## config.mk

```make
export PLATFORM = sky130hd
export DESIGN_NAME = vcnt_raster
export DESIGN_NICKNAME = d
export VERILOG_FILES = /design/src/rtl/vcnt_pkg.sv /design/src/rtl/vcnt_mode_latch.sv /design/src/rtl/vcnt_line_ctr.sv /design/src/rtl/vcnt_encode.sv /design/src/rtl/vcnt_blank_irq.sv /design/src/rtl/vcnt_raster.sv
export SDC_FILE = /design/constraint.sdc
export NUM_CORES = 1
export LEC_CHECK = 0
export ABC_AREA = 1
export BUFFER_PORTS_ARGS = -buffer_cell sky130_fd_sc_hd__clkbuf_2
export CAP_MARGIN = 15
export CELL_PAD_IN_SITES_DETAIL_PLACEMENT = 1
export CELL_PAD_IN_SITES_GLOBAL_PLACEMENT = 2
export CORE_ASPECT_RATIO = 0.7
export CORE_UTILIZATION = 33
export DETAILED_ROUTE_END_ITERATION = 10
export PLACE_DENSITY = 0.86
export SLEW_MARGIN = 20
export SYNTH_ARGS = -nofsm -noshare
export SYNTH_HDL_FRONTEND = slang
export SYNTH_SLANG_ARGS = --single-unit
```

## constraint.sdc

```tcl
create_clock -name clk -period 4.3 [get_ports clk]
set_input_delay 0.645 -clock clk [delete_from_list [all_inputs] [get_ports clk]]
set_output_delay 0.645 -clock clk [all_outputs]
set_load 0.02 [all_outputs]
```

## src/rtl/vcnt_pkg.sv

```systemverilog
package vcnt_pkg;

    localparam int LINE_W      = 9;
    localparam int CNT_W       = 8;
    localparam int LINES_60    = 262;
    localparam int LINES_50    = 312;
    localparam int ACT_SHORT   = 224;
    localparam int ACT_TALL    = 240;
    localparam int WRAP_AT_60  = 235;
    localparam int WRAP_AT_50  = 259;
    localparam int BACK_60     = 6;
    localparam int BACK_50     = 56;
    localparam int EDGE_CODE   = 8'hE0;
    localparam int EDGE_CODE_I = 8'hC1;

    typedef logic [LINE_W-1:0] line_t;
    typedef logic [CNT_W-1:0]  vcnt_t;

    typedef struct packed {
        logic pal;
        logic tall;
        logic il2;
    } vmode_t;

    function automatic line_t last_of(input vmode_t m);
        return m.pal ? line_t'(LINES_50 - 1) : line_t'(LINES_60 - 1);
    endfunction

    function automatic line_t active_of(input vmode_t m);
        return (m.pal && m.tall) ? line_t'(ACT_TALL) : line_t'(ACT_SHORT);
    endfunction

    function automatic line_t wrapped(input line_t l, input vmode_t m);
        line_t w;
        w = l;
        if (m.pal && (l >= line_t'(WRAP_AT_50)))
            w = l - line_t'(BACK_50);
        else if (!m.pal && (l >= line_t'(WRAP_AT_60)))
            w = l - line_t'(BACK_60);
        return w;
    endfunction

    function automatic vcnt_t encode(input line_t l, input vmode_t m);
        line_t act;
        line_t w;
        vcnt_t v;
        act = active_of(m);
        w   = wrapped(l, m);
        if (l < act)
            v = m.il2 ? {l[CNT_W-2:0], l[CNT_W-1]} : l[CNT_W-1:0];
        else if (l == act)
            v = m.il2 ? vcnt_t'(EDGE_CODE_I) : vcnt_t'(EDGE_CODE);
        else
            v = m.il2 ? {w[CNT_W-2:0], 1'b1} : w[CNT_W-1:0];
        return v;
    endfunction

endpackage

```

## src/rtl/vcnt_mode_latch.sv

```systemverilog
module vcnt_mode_latch
    import vcnt_pkg::*;
(
    input  logic   clk,
    input  logic   rst,
    input  logic   frame_stb,
    input  vmode_t mode_in,
    output vmode_t mode_q
);

    always_ff @(posedge clk) begin
        if (rst)
            mode_q <= '0;
        else if (frame_stb)
            mode_q <= mode_in;
    end

    // geometry only changes at a frame boundary
    p_mode_hold_r10: assert property (@(posedge clk) disable iff (rst)
        !frame_stb |=> $stable(mode_q));

endmodule

```

## src/rtl/vcnt_line_ctr.sv

```systemverilog
module vcnt_line_ctr
    import vcnt_pkg::*;
(
    input  logic   clk,
    input  logic   rst,
    input  logic   frame_stb,
    input  logic   line_stb,
    input  vmode_t mode_q,
    output line_t  line_q,
    output line_t  line_nxt,
    output logic   adv
);

    line_t last;

    always_comb begin
        last = last_of(mode_q);
        adv  = frame_stb | (line_stb & (line_q != last));
        if (frame_stb)
            line_nxt = '0;
        else if (adv)
            line_nxt = line_q + line_t'(1);
        else
            line_nxt = line_q;
    end

    always_ff @(posedge clk) begin
        if (rst)
            line_q <= '0;
        else
            line_q <= line_nxt;
    end

    p_line_range_r1: assert property (@(posedge clk) disable iff (rst)
        line_q <= last_of(mode_q));

    p_line_step_r1: assert property (@(posedge clk) disable iff (rst)
        (line_stb && !frame_stb && line_q != last_of(mode_q))
        |=> line_q == line_t'($past(line_q) + line_t'(1)));

    p_line_hold_r1: assert property (@(posedge clk) disable iff (rst)
        (line_stb && !frame_stb && line_q == last_of(mode_q)) |=> $stable(line_q));

    p_line_clear_r2: assert property (@(posedge clk) disable iff (rst)
        frame_stb |=> line_q == '0);

endmodule

```

## src/rtl/vcnt_encode.sv

```systemverilog
module vcnt_encode
    import vcnt_pkg::*;
(
    input  logic   clk,
    input  logic   rst,
    input  logic   frame_stb,
    input  logic   adv,
    input  line_t  line_nxt,
    input  vmode_t mode_q,
    output vcnt_t  vcount
);

    always_ff @(posedge clk) begin
        if (rst)
            vcount <= '0;
        else if (frame_stb)
            vcount <= '0;
        else if (adv)
            vcount <= encode(line_nxt, mode_q);
    end

endmodule

```

## src/rtl/vcnt_blank_irq.sv

```systemverilog
module vcnt_blank_irq
    import vcnt_pkg::*;
(
    input  logic   clk,
    input  logic   rst,
    input  logic   frame_stb,
    input  logic   adv,
    input  line_t  line_nxt,
    input  vmode_t mode_q,
    input  logic   vint_en,
    output logic   vblank,
    output logic   vint_pending,
    output logic   vint_pulse
);

    line_t act;
    logic  enter_blank;

    always_comb begin
        act         = active_of(mode_q);
        enter_blank = adv && !frame_stb && (line_nxt == act);
    end

    always_ff @(posedge clk) begin
        if (rst) begin
            vblank       <= 1'b0;
            vint_pending <= 1'b0;
            vint_pulse   <= 1'b0;
        end else begin
            vint_pulse <= 1'b0;
            if (frame_stb) begin
                vblank       <= 1'b0;
                vint_pending <= 1'b0;
            end else if (adv && (line_nxt >= act)) begin
                vblank <= 1'b1;
                if (enter_blank) begin
                    vint_pending <= 1'b1;
                    vint_pulse   <= vint_en;
                end
            end
        end
    end

    p_frame_clear_r2: assert property (@(posedge clk) disable iff (rst)
        frame_stb |=> (!vblank && !vint_pending));

    p_pulse_single_r9: assert property (@(posedge clk) disable iff (rst)
        vint_pulse |=> !vint_pulse);

endmodule

```

## src/rtl/vcnt_raster.sv

```systemverilog
module vcnt_raster
    import vcnt_pkg::*;
(
    input  logic              clk,
    input  logic              rst,
    input  logic              line_stb,
    input  logic              frame_stb,
    input  logic              pal_sel,
    input  logic              tall_sel,
    input  logic              ilace_sel,
    input  logic              vint_en,
    output logic [CNT_W-1:0]  vcount,
    output logic [LINE_W-1:0] line_num,
    output logic              vblank,
    output logic              vint_pending,
    output logic              vint_pulse
);

    vmode_t mode_in;
    vmode_t mode_q;
    line_t  line_q;
    line_t  line_nxt;
    logic   adv;
    vcnt_t  vcount_q;

    assign mode_in = '{pal: pal_sel, tall: tall_sel, il2: ilace_sel};

    vcnt_mode_latch u_mode (
        .clk       (clk),
        .rst       (rst),
        .frame_stb (frame_stb),
        .mode_in   (mode_in),
        .mode_q    (mode_q)
    );

    vcnt_line_ctr u_line (
        .clk       (clk),
        .rst       (rst),
        .frame_stb (frame_stb),
        .line_stb  (line_stb),
        .mode_q    (mode_q),
        .line_q    (line_q),
        .line_nxt  (line_nxt),
        .adv       (adv)
    );

    vcnt_encode u_enc (
        .clk       (clk),
        .rst       (rst),
        .frame_stb (frame_stb),
        .adv       (adv),
        .line_nxt  (line_nxt),
        .mode_q    (mode_q),
        .vcount    (vcount_q)
    );

    vcnt_blank_irq u_blank (
        .clk          (clk),
        .rst          (rst),
        .frame_stb    (frame_stb),
        .adv          (adv),
        .line_nxt     (line_nxt),
        .mode_q       (mode_q),
        .vint_en      (vint_en),
        .vblank       (vblank),
        .vint_pending (vint_pending),
        .vint_pulse   (vint_pulse)
    );

    assign vcount   = vcount_q;
    assign line_num = line_q;

    // blanking flag agrees with the line counter
    p_blank_region_r3: assert property (@(posedge clk) disable iff (rst)
        vblank == (line_q >= active_of(mode_q)));

    p_edge_code_r8: assert property (@(posedge clk) disable iff (rst)
        $rose(vblank) |-> vcount_q == (mode_q.il2 ? vcnt_t'(EDGE_CODE_I) : vcnt_t'(EDGE_CODE)));

    p_il_blank_odd_r7: assert property (@(posedge clk) disable iff (rst)
        (mode_q.il2 && vblank && line_q != active_of(mode_q)) |-> vcount_q[0]);

    p_pulse_edge_r9: assert property (@(posedge clk) disable iff (rst)
        vint_pulse |-> ($rose(vblank) && vint_pending));

    p_pulse_gate_r9: assert property (@(posedge clk) disable iff (rst)
        vint_pulse |-> $past(vint_en));

endmodule

```

==> results.json, run 1 <==
{
  "critical_path_arrival_ns": 3.58,
  "cts_hold_buffers": 0,
  "worst_vdd_rail_ir_drop_mv": 0.118,
  "diodes": 0,
  "finalWirelength_um": 6260,
  "clk_root_buffer_cell": "clkbuf_8",
  "pwr_per_cell_area_nw_per_um2": 221,
  "initial_antenna_violation_count": 0,
  "clock_path_buffers": 2,
  "netlist-cell-type-count": 34,
  "layout.cells.non_filler": 401,
  "timing.slew.headroom_pct": 61.1,
  "synth.cell_area_um2": 1920,
  "crit_path_max_incr_delay_ns": 0.42,
  "syn-mean-instance-area_um2": 6.27,
  "die_height_um": 65.8,
  "cts_tree": "built",
  "drtAntennaViolNets": 0,
  "synth.top_cells.by_count": "nand2_1, inv_1, nand3_1",
  "drt_pre_antenna_iters": 4,
  "critical_path.endpoint_type": "flop",
  "total_core_area_um2": 5420,
  "synthDominantAreaCellType": "dfxtp_1",
  "ctsResizeCount": 0,
  "maximum_number_of_pins_on_one_net_before_global_route_repair": 25,
  "edff_count_synth": 0,
  "postSynth.topFlopCell": "dfxtp_1",
  "num_io_pins": 28,
  "clkLatencyLatePin_ns": 0.28,
  "cts.repair_timing.setup_buffer_count": 0,
  "timing_hold_violations_final": 0,
  "yosys.cell_count.top_type": "nand2_1",
  "number_of_warnings_issued_by_yosys": 0,
  "viasPerCell": 5.10,
  "setup-tns-final_ns": 0,
  "design.final.nets": 346,
  "drt-initial-drc-count": 61,
  "die-area_um2": 6130,
  "routabilityCongestion": 0.853,
  "initial_utilization_pct": 35.4,
  "grt_pass1_vias": 2057,
  "start_kind": "flop",
  "gr-total-overflow": 0,
  "status": "finished, final reports clean",
  "core.rowCount": 22,
  "crit_family": "simple AND/OR/NAND/NOR gates",
  "data_required_time_of_the_worst_path_ns": 4.48,
  "final-max-slew-violation-count": 0,
  "critical_path.n_buffers_inverters": 3,
  "setup_violations": 0,
  "synth-seq-area-share_pct": 24.0,
  "numCtsBuffers": 3,
  "drc_errors": 0,
  "setup_repair_after_global_routing_missed_its_margin": "false",
  "period_share_pct": 79.1,
  "maxCapViolCount": 0,
  "synth_cells": 306,
  "clock_skew_ns": 0.0131,
  "placed_cells_incl_taps": 397,
  "numClockSinks": 23,
  "synth-seq-cells": 23,
  "critical_path_class": "flop to flop",
  "grt_pass1_wl_um": 10700,
  "ys_top_cells_by_area": "dfxtp_1, nand2_1, nand3_1",
  "path_common_cell": "nand2_1",
  "portbufs": 27,
  "syn_to_final_growth_pct": 12.1,
  "critPathSlowestCell": "dfxtp_1",
  "dp_hpwl_um": 4990,
  "routed-via-count": 2044,
  "cts-htree-levels": 1,
  "n_fill_cell": 751,
  "leakagePower_uw": 0.00105,
  "syn_nets": 322,
  "achievable_frequency_ghz": 0.294,
  "post_route_cells_drive_above_1_share_pct": 18.8,
  "wl_per_cell_um": 15.6,
  "path_max_fanout": 20,
  "fraction_of_post_synthesis_cell_area_in_the_top_cell_type_by_area_pct": 24.0,
  "groute.usage.overall_pct": 22.7,
  "synthArstFlopShare_pct": 0,
  "worst-slew-pin-transition_ns": 0.582,
  "path_clk_slew_ns": 0.09,
  "hold_path_class": "flop to flop",
  "chipWidth_um": 93.2,
  "period_needed_ns": 3.40,
  "cp_cell_sequence": "inv_1 > nand2_1 > nand3_4 > nand2_4 > nand2_2 > nand2_1 > nand2_1 > inv_1 > nand2_2 > ha_1 > a21boi_0 > nand3_1 > xor2_1 > nand2_1 > o21ai_1 > nand2_1 > nand2_1 > nand2_1 > nand3_1 > nand2_1 > inv_1"
}
## cell usage in the layout (no fill, tap or decap), drive strengths merged, types with 2 or more instances in the layout
| master | count |
|---|---|
| nand2 | 100 |
| inv | 38 |
| nand3 | 37 |
| clkbuf | 30 |
| nor2 | 29 |
| dfxtp | 23 |
| o21ai | 18 |
| a21oi | 12 |
| xor2 | 10 |
| ha | 8 |
| nand4 | 7 |
| o211ai | 4 |
| nor3 | 3 |
| nand3b | 2 |
| clkinv | 2 |
## cell type report
type                            count  area [um2]  share of cell area (%)
Tap cell                           72        90.1                    4.19
Multi-Input combinational cell    235        1270                    58.8
Clock inverter                      1        5.00                   0.233
Inverter                           39         146                    6.80
Sequential cell                    23         460                    21.4
Timing Repair Buffer               28         143                    6.63
Clock buffer                        3        41.3                    1.92
## path summary, 6_finish.rpt
kind / cells past startpoint / endpoint / slack [ns] / start
setup / recovery: 21 / u_enc.vcount[7]$_SDFFE_PP0N_ / 0.90 / u_mode.mode_q[2]$_SDFFE_PP0P_
hold / removal: 2 / u_blank.vint_pending$_SDFFE_PP0N_ / 0.46 / u_blank.vint_pending$_SDFFE_PP0N_
setup reg to reg: 21 / u_enc.vcount[7]$_SDFFE_PP0N_ / 0.90 / u_mode.mode_q[2]$_SDFFE_PP0P_
hold reg to reg: 2 / u_blank.vint_pending$_SDFFE_PP0N_ / 0.46 / u_blank.vint_pending$_SDFFE_PP0N_
## per-stage QoR
stage | total power, uW | util, % | setup slack, ns | cell area, um2 | hold slack [ns]
final | 475 | 39.7 | 0.900 | 2150 | 0.464
after global routing | 500 | 39.7 | 0.591 | 2150 | 0.507
after CTS | 478 | 39.7 | 0.974 | 2150 | 0.469
after detailed placement | 329 | 38.8 | 0.974 | 2110 | 0.455
after global placement | 327 | 38.8 | 1.12 | 2110 | 0.436
after floorplan | 301 | - | 1.69 | 1920 | 0.441
## sequential cells by signal (all words and copies together) (netlist names)
signal and flops:
u_blank.vblank 1, u_blank.vint_pending 1, u_blank.vint_pulse 1, u_enc.vcount 8, u_line.line_q 9, u_mode.mode_q 3
## power breakdown
part           switching [uW]  total, uW  leakage [uW]  internal (uW)
combinational            67.9       97.3      0.000835           29.4
sequential               8.10        227      0.000187            219
clock                    85.8        151     0.0000255           65.1
## cells by family after synthesis
logic type      share of synthesized area (%)
flops                                    24.0
buf+inv                                  10.0
compound gates                           11.7
fa+ha+maj                                5.22
xor+xnor                                 5.02
simple gates                             44.0
## worst register-to-register path: stages (launching register included)
cell	delay, ns
dfxtp_1	0.42
inv_1	0.18
nand2_1	0.16
nand3_4	0.17
nand2_4	0.15
nand2_2	0.27
nand2_1	0.14
nand2_1	0.11
inv_1	0.14
nand2_2	0.15
ha_1	0.27
a21boi_0	0.28
nand3_1	0.14
xor2_1	0.16
nand2_1	0.08
o21ai_1	0.07
nand2_1	0.08
nand2_1	0.07
nand2_1	0.06
nand3_1	0.10
nand2_1	0.09
inv_1	0.04
## per-layer routing
layer | global-route usage (%) | routed length (um)
met3 | 2.76 | 266
met2 | 33.0 | 2470
met4 | 4.62 | 63
met5 | 0 | 0
met1 | 35.2 | 3460
Note: power is estimated with default switching activity, not from simulation.
==> run 2, diff against run 1 <==
Settings changed: CORE_UTILIZATION 33 to 27, PLACE_DENSITY 0.86 to 0.76.
Clock period 4.3 ns to 2.8 ns, I/O delays scaled along.
==> results.json, run 2 (synthesis results as in run 1) <==
{
  "wl_per_cell_um": 14.8,
  "whs_ns": 0.343,
  "path_max_fanout": 8,
  "numCtsBuffers": 3,
  "grt_busiest_layer": "met2",
  "drt-initial-drc-count": 73,
  "timing_hold_violations_final": 0,
  "maximum_number_of_pins_on_one_net_before_global_route_repair": 19,
  "critical_path_arrival_ns": 2.81,
  "design.final.nets": 371,
  "die_height_um": 72.5,
  "initial_antenna_violation_count": 0,
  "period_share_pct": 93.7,
  "timing.slew.headroom_pct": 75.1,
  "hold_path_class": "primary input to flop",
  "diodes": 0,
  "largest_register": "u_line.line_q",
  "dp_hpwl_um": 5230,
  "clkLatencyLatePin_ns": 0.28,
  "viasPerCell": 4.71,
  "largest_registers": "u_line.line_q: 9 flops, u_enc.vcount: 8 flops, u_mode.mode_q: 3 flops",
  "cts-htree-levels": 1,
  "maxCapViolCount": 0,
  "start_kind": "flop",
  "period_needed_ns": 2.62,
  "worst-slew-pin-transition_ns": 0.373,
  "n_fill_cell": 929,
  "syn_to_final_growth_pct": 28.9,
  "pwr_per_cell_area_nw_per_um2": 307,
  "portbufs": 27,
  "critical_path.endpoint_type": "flop",
  "num_io_pins": 28,
  "layout.cells.non_filler": 448,
  "grt_pass1_wl_um": 10900,
  "path_clk_slew_ns": 0.10,
  "max_reg_flops": 9,
  "numClockSinks": 23,
  "finalWirelength_um": 6650,
  "data_required_time_of_the_worst_path_ns": 2.98,
  "global_route.usage.met3_pct": 2.70,
  "placed_cells_incl_taps": 439,
  "setup_violations": 0,
  "initial_utilization_pct": 28.1,
  "die-area_um2": 7460,
  "gr-total-overflow": 0,
  "status": "finished, final reports clean",
  "groute.usage.overall_pct": 19.1,
  "final_cell_mix": "nand2_1, inv_1, nand3_1",
  "clock_skew_ns": 0.00938,
  "core.rowCount": 25,
  "drtAntennaViolNets": 0,
  "grt_use_met1_pct": 28.9,
  "chipWidth_um": 103,
  "routabilityCongestion": 0.903,
  "grt_pass1_vias": 2122,
  "achievable_frequency_ghz": 0.381,
  "drt_pre_antenna_iters": 4,
  "globalRouteMet2Util_pct": 29.2,
  "worst_vdd_rail_ir_drop_mv": 0.186,
  "routed-via-count": 2111,
  "cts_tree": "built",
  "leakagePower_uw": 0.00119,
  "finish.utilization_pct": 36.3,
  "clock_path_buffers": 2,
  "post_route_cells_drive_above_1_share_pct": 31.6,
  "total_core_area_um2": 6820,
  "drc_errors": 0,
  "critical_path_class": "flop to flop",
  "clk_root_buffer_cell": "clkbuf_8",
  "layout.cells.most_common": "nand2_1",
  "final-max-slew-violation-count": 0
}
run 2: cell types whose count changed in the layout (fill, tap and decap cells not counted), sizes merged:
cell	change
buf	+25
run 2: final timing paths:
check,endpoint,start,cells past startpoint,slack [ns]
worst max register to register,u_enc.vcount[7]$_SDFFE_PP0N_,u_line.line_q[8]$_SDFF_PP0_,23,0.18
worst min register to register,u_blank.vblank$_SDFFE_PP0P_,u_blank.vblank$_SDFFE_PP0P_,2,0.46
worst min-delay path,u_blank.vint_pulse$_SDFF_PP0_,vint_en,3,0.34
worst max-delay path,u_enc.vcount[7]$_SDFFE_PP0N_,u_line.line_q[8]$_SDFF_PP0_,23,0.18
run 2: power by group:
group | total, uW | internal (uW) | switching [uW]
combinational | 184 | 63.0 | 121
clock | 234 | 100 | 134
sequential | 343 | 336 | 6.76
total | 760 | 499 | 261
run 2: metal layers:
metal	part of all wire, %	vias to the layer above
met1	54	997
met2	42	33
li1	-	1079
met5	0	-
met3	3.2	2
met4	0.38	0
run 2: repair_timing:
action,4_1_cts,5_1_grt
setup endpoints to repair,1,8
pin swaps,0,6
endpoints found under the hold margin,0,0
gates resized for setup,1,35
hold buffers,0,0
setup buffers,0,5
gates cloned,0,0
run 2: area by class of cell:
type                            instances  area, um2  area share [%]
Clock buffer                            3       41.3            1.67
Clock inverter                          1       5.00           0.202
Inverter                               39        151            6.12
Multi-Input combinational cell        235       1350            54.7
Sequential cell                        23        469            19.0
Tap cell                               94        118            4.75
Timing Repair Buffer                   53        338            13.7
run 2: worst max-delay path, cell delays in order (launching register included):
cell and delay, ns:
dfxtp_4 0.38, inv_4 0.05, nor2_4 0.07, nand2_2 0.07
nor2_4 0.10, nand3_4 0.09, nand2_4 0.12, nand2_2 0.09
nand2_1 0.07, nand2_1 0.06, inv_1 0.12, nand2_4 0.09
ha_1 0.23, a21boi_2 0.16, nand3_1 0.14, xor2_1 0.17
nand2_1 0.07, o21ai_1 0.06, nand2_1 0.06, nand2_1 0.05
nand2_1 0.07, nand3_2 0.09, nand2_1 0.08, inv_1 0.04
run 2: through the flow:
| stage | TNS, ns | worst slack, ns | area [um2] | total power (uW) |
|---|---|---|---|---|
| after floorplan | 0 | 0.202 | 1920 | 462 |
| after global placement | -0.0323 | -0.0323 | 2280 | 516 |
| after detailed placement | -0.0546 | -0.0546 | 2280 | 518 |
| after CTS | 0 | 0.00409 | 2330 | 751 |
| after global routing | -0.0334 | -0.0182 | 2470 | 806 |
| final | 0 | 0.175 | 2470 | 760 |
==> run 3, diff against run 2 <==
Settings changed: ABC_AREA 1 to 0, CORE_UTILIZATION 27 to 31, PLACE_DENSITY 0.76 to 0.78.
==> results.json, run 3 <==
{
  "status": "finished with violations",
  "failed_checks": "setup timing",
  "worst-slew-pin-transition_ns": 0.861,
  "multi_input_comb_area_um2": 1760,
  "synth.cell_area_um2": 2060,
  "holdPathEnd": "u_blank.vint_pulse$_SDFF_PP0_",
  "largest_registers": "u_line.line_q: 9 flops, u_enc.vcount: 8 flops, u_mode.mode_q: 3 flops",
  "drt_pre_antenna_iters": 4,
  "worst_slack_ns": -0.283,
  "maximum_number_of_pins_on_one_net_before_global_route_repair": 23,
  "grt_busiest_layer": "met2",
  "grt_use_met1_pct": 37.1,
  "maxCapViolCount": 0,
  "achievable_frequency_ghz": 0.324,
  "n_fill_cell": 766,
  "final-max-slew-violation-count": 0,
  "critical_path.endpoint_type": "flop",
  "final_cell_mix": "buf_4, nor2_1, clkbuf_2",
  "synthDominantAreaCellType": "dfxtp_1",
  "layout.cells.non_filler": 451,
  "numClockSinks": 23,
  "whs_ns": 0.334,
  "post_route_cells_drive_above_1_share_pct": 51.9,
  "num_io_pins": 28,
  "synth.top_cells.by_count": "nor2_1, dfxtp_1, nand2_1",
  "postSynth.topFlopCell": "dfxtp_1",
  "dp_hpwl_um": 6110,
  "grt_pass1_wl_um": 13300,
  "min-delay-start": "vint_en",
  "globalRouteMet2Util_pct": 38.9,
  "viasPerCell": 5.38,
  "pwr_per_cell_area_nw_per_um2": 214,
  "initial_utilization_pct": 32.5,
  "timing_hold_violations_final": 0,
  "syn-mean-instance-area_um2": 7.93,
  "number_of_warnings_issued_by_yosys": 0,
  "drt-initial-drc-count": 116,
  "wl_per_cell_um": 19.5,
  "routed-via-count": 2425,
  "leakagePower_uw": 0.00136,
  "hold_path_depth": 3,
  "number_of_cell_instances_on_the_worst_register_to_register_path": 13,
  "netlist-cell-type-count": 69,
  "die-area_um2": 6990,
  "critical_path_arrival_ns": 3.29,
  "setup-tns-final_ns": -1.62,
  "clkLatencyLatePin_ns": 0.28,
  "synth-seq-cells": 23,
  "synthArstFlopShare_pct": 0,
  "start_kind": "flop",
  "ys_top_cells_by_area": "dfxtp_1, nor2_1, ha_1",
  "r2r_end": "u_enc.vcount[4]$_SDFFE_PP0N_",
  "critical_path_class": "flop to flop",
  "die_height_um": 70.2,
  "cts_tree": "built",
  "placed_cells_incl_taps": 430,
  "period_share_pct": 110,
  "setup_violations": 7,
  "grt_pass1_vias": 2405,
  "period_needed_ns": 3.08,
  "max_reg_flops": 9,
  "layout.cells.most_common": "buf_4",
  "synth_cells": 260,
  "r2r_setup_slack_ns": -0.28,
  "initial_antenna_violation_count": 0,
  "timing.slew.headroom_pct": 42.5,
  "fraction_of_post_synthesis_cell_area_in_the_top_cell_type_by_area_pct": 22.3,
  "portbufs": 27,
  "syn_to_final_growth_pct": 56.9,
  "hold_path_class": "primary input to flop",
  "finish.utilization_pct": 51.0,
  "design.final.nets": 377,
  "syn_nets": 276,
  "gr-total-overflow": 0,
  "drtAntennaViolNets": 0,
  "setup_repair_after_global_routing_missed_its_margin": "true",
  "core.rowCount": 24,
  "numCtsBuffers": 3,
  "chipWidth_um": 99.5,
  "cts-htree-levels": 1,
  "finalWirelength_um": 8820,
  "path_max_fanout": 6,
  "worst_r2r_startpoint": "u_line.line_q[1]$_SDFF_PP0_",
  "clk_root_buffer_cell": "clkbuf_8",
  "synth-seq-area-share_pct": 22.3,
  "global_route.usage.met3_pct": 3.50,
  "edff_count_synth": 0,
  "diodes": 0,
  "routabilityCongestion": 0.846,
  "drc_errors": 0,
  "worst_vdd_rail_ir_drop_mv": 0.185,
  "total_core_area_um2": 6340,
  "yosys.cell_count.top_type": "nor2_1",
  "register_area_um2": 478,
  "path_clk_slew_ns": 0.10,
  "data_required_time_of_the_worst_path_ns": 3.01,
  "groute.usage.overall_pct": 25.0,
  "clock_skew_ns": 0.00361,
  "clock_path_buffers": 2,
  "largest_register": "u_line.line_q"
}
==> run 3: cell count changes in the layout (fill, tap and decap cells not counted), moves of 6 or more <==
cell / change
buf_6: +7
nand2_1: -59
a21oi_1: +7
inv_1: -24
nand3_1: -21
nand3_2: -6
nand2_2: -15
nor2_1: +7
buf_4: +50
and2_1: +7
xor2_1: -8
==> run 3: logic make-up (layout without fill, tap and decap cells) <==
kind of cell / count (synthesis) / in the layout / share of synthesized area (%)
buffers and inverters: 25 / 125 / 7.52
and+or+nand+nor: 119 / 119 / 32.6
DFF: 23 / 23 / 22.3
adders and majority gates: 8 / 8 / 4.85
muxes: 5 / 5 / 2.43
xor gates and xnor gates: 11 / 11 / 4.67
AOI/OAI and AO/OA: 69 / 69 / 25.5
==> run 3: through the flow <==
stage	total power, uW	setup WS [ns]	instance area, um2
global route	724	-0.420	3230
finish	693	-0.283	3230
detailed placement	447	-0.335	2760
global placement	445	-0.299	2760
CTS	696	-0.246	3000
floorplan	406	-0.140	2140
==> run 3: critical path, stage by stage, from the launching register on <==
cell       delay [ns]
dfxtp_4          0.38
buf_6            0.14
nor4_4           0.21
buf_4            0.19
o2111ai_4        0.14
a31o_4           0.28
ha_4             0.17
and2_4           0.15
a221o_1          0.34
a21o_4           0.23
nand2_2          0.13
nor2_1           0.06
a2111o_1         0.39
a21oi_1          0.16
==> run 3: routing by layer <==
metal / share of wire [%] / routed length [um]
met4: 1.7 / 148
met5: 0 / 0
met3: 3.5 / 310
met2: 45 / 3970
met1: 50 / 4380
==> run 3: area by class of cell <==
type / count / area share (%)
repair buffers: 110 / 24.5
flip-flops and latches: 23 / 14.8
clock inverters: 1 / 0.193
multi-input cells: 212 / 54.5
well taps: 91 / 3.52
clock buffers: 3 / 1.28
inverters: 11 / 1.28
==> run 3: power breakdown <==
group          total [uW]  switching, uW  internal, uW
clock network         238            136           102
logic                 115           67.4          47.2
registers             340           10.4           330
==> run 3: worst max-delay path by stage <==
stage,startpoint,endpoint,slack (ns),depth (start not counted)
CTS,u_line.line_q[3]$_SDFF_PP0_,u_enc.vcount[6]$_SDFFE_PP0N_,-0.25,13
global route,u_line.line_q[1]$_SDFF_PP0_,u_enc.vcount[4]$_SDFFE_PP0N_,-0.42,14
floorplan,u_line.line_q[4]$_SDFF_PP0_,u_enc.vcount[6]$_SDFFE_PP0N_,-0.14,13
global placement,line_stb,u_enc.vcount[6]$_SDFFE_PP0N_,-0.30,15
finish,u_line.line_q[1]$_SDFF_PP0_,u_enc.vcount[4]$_SDFFE_PP0N_,-0.28,13
detailed placement,line_stb,u_enc.vcount[6]$_SDFFE_PP0N_,-0.34,15
==> run 3: what timing repair did <==
action,4_1_cts,5_1_grt
hold buffers,0,0
gates resized for setup,25,35
pin swaps,16,28
setup buffers,7,12
endpoints found under the setup margin,7,9
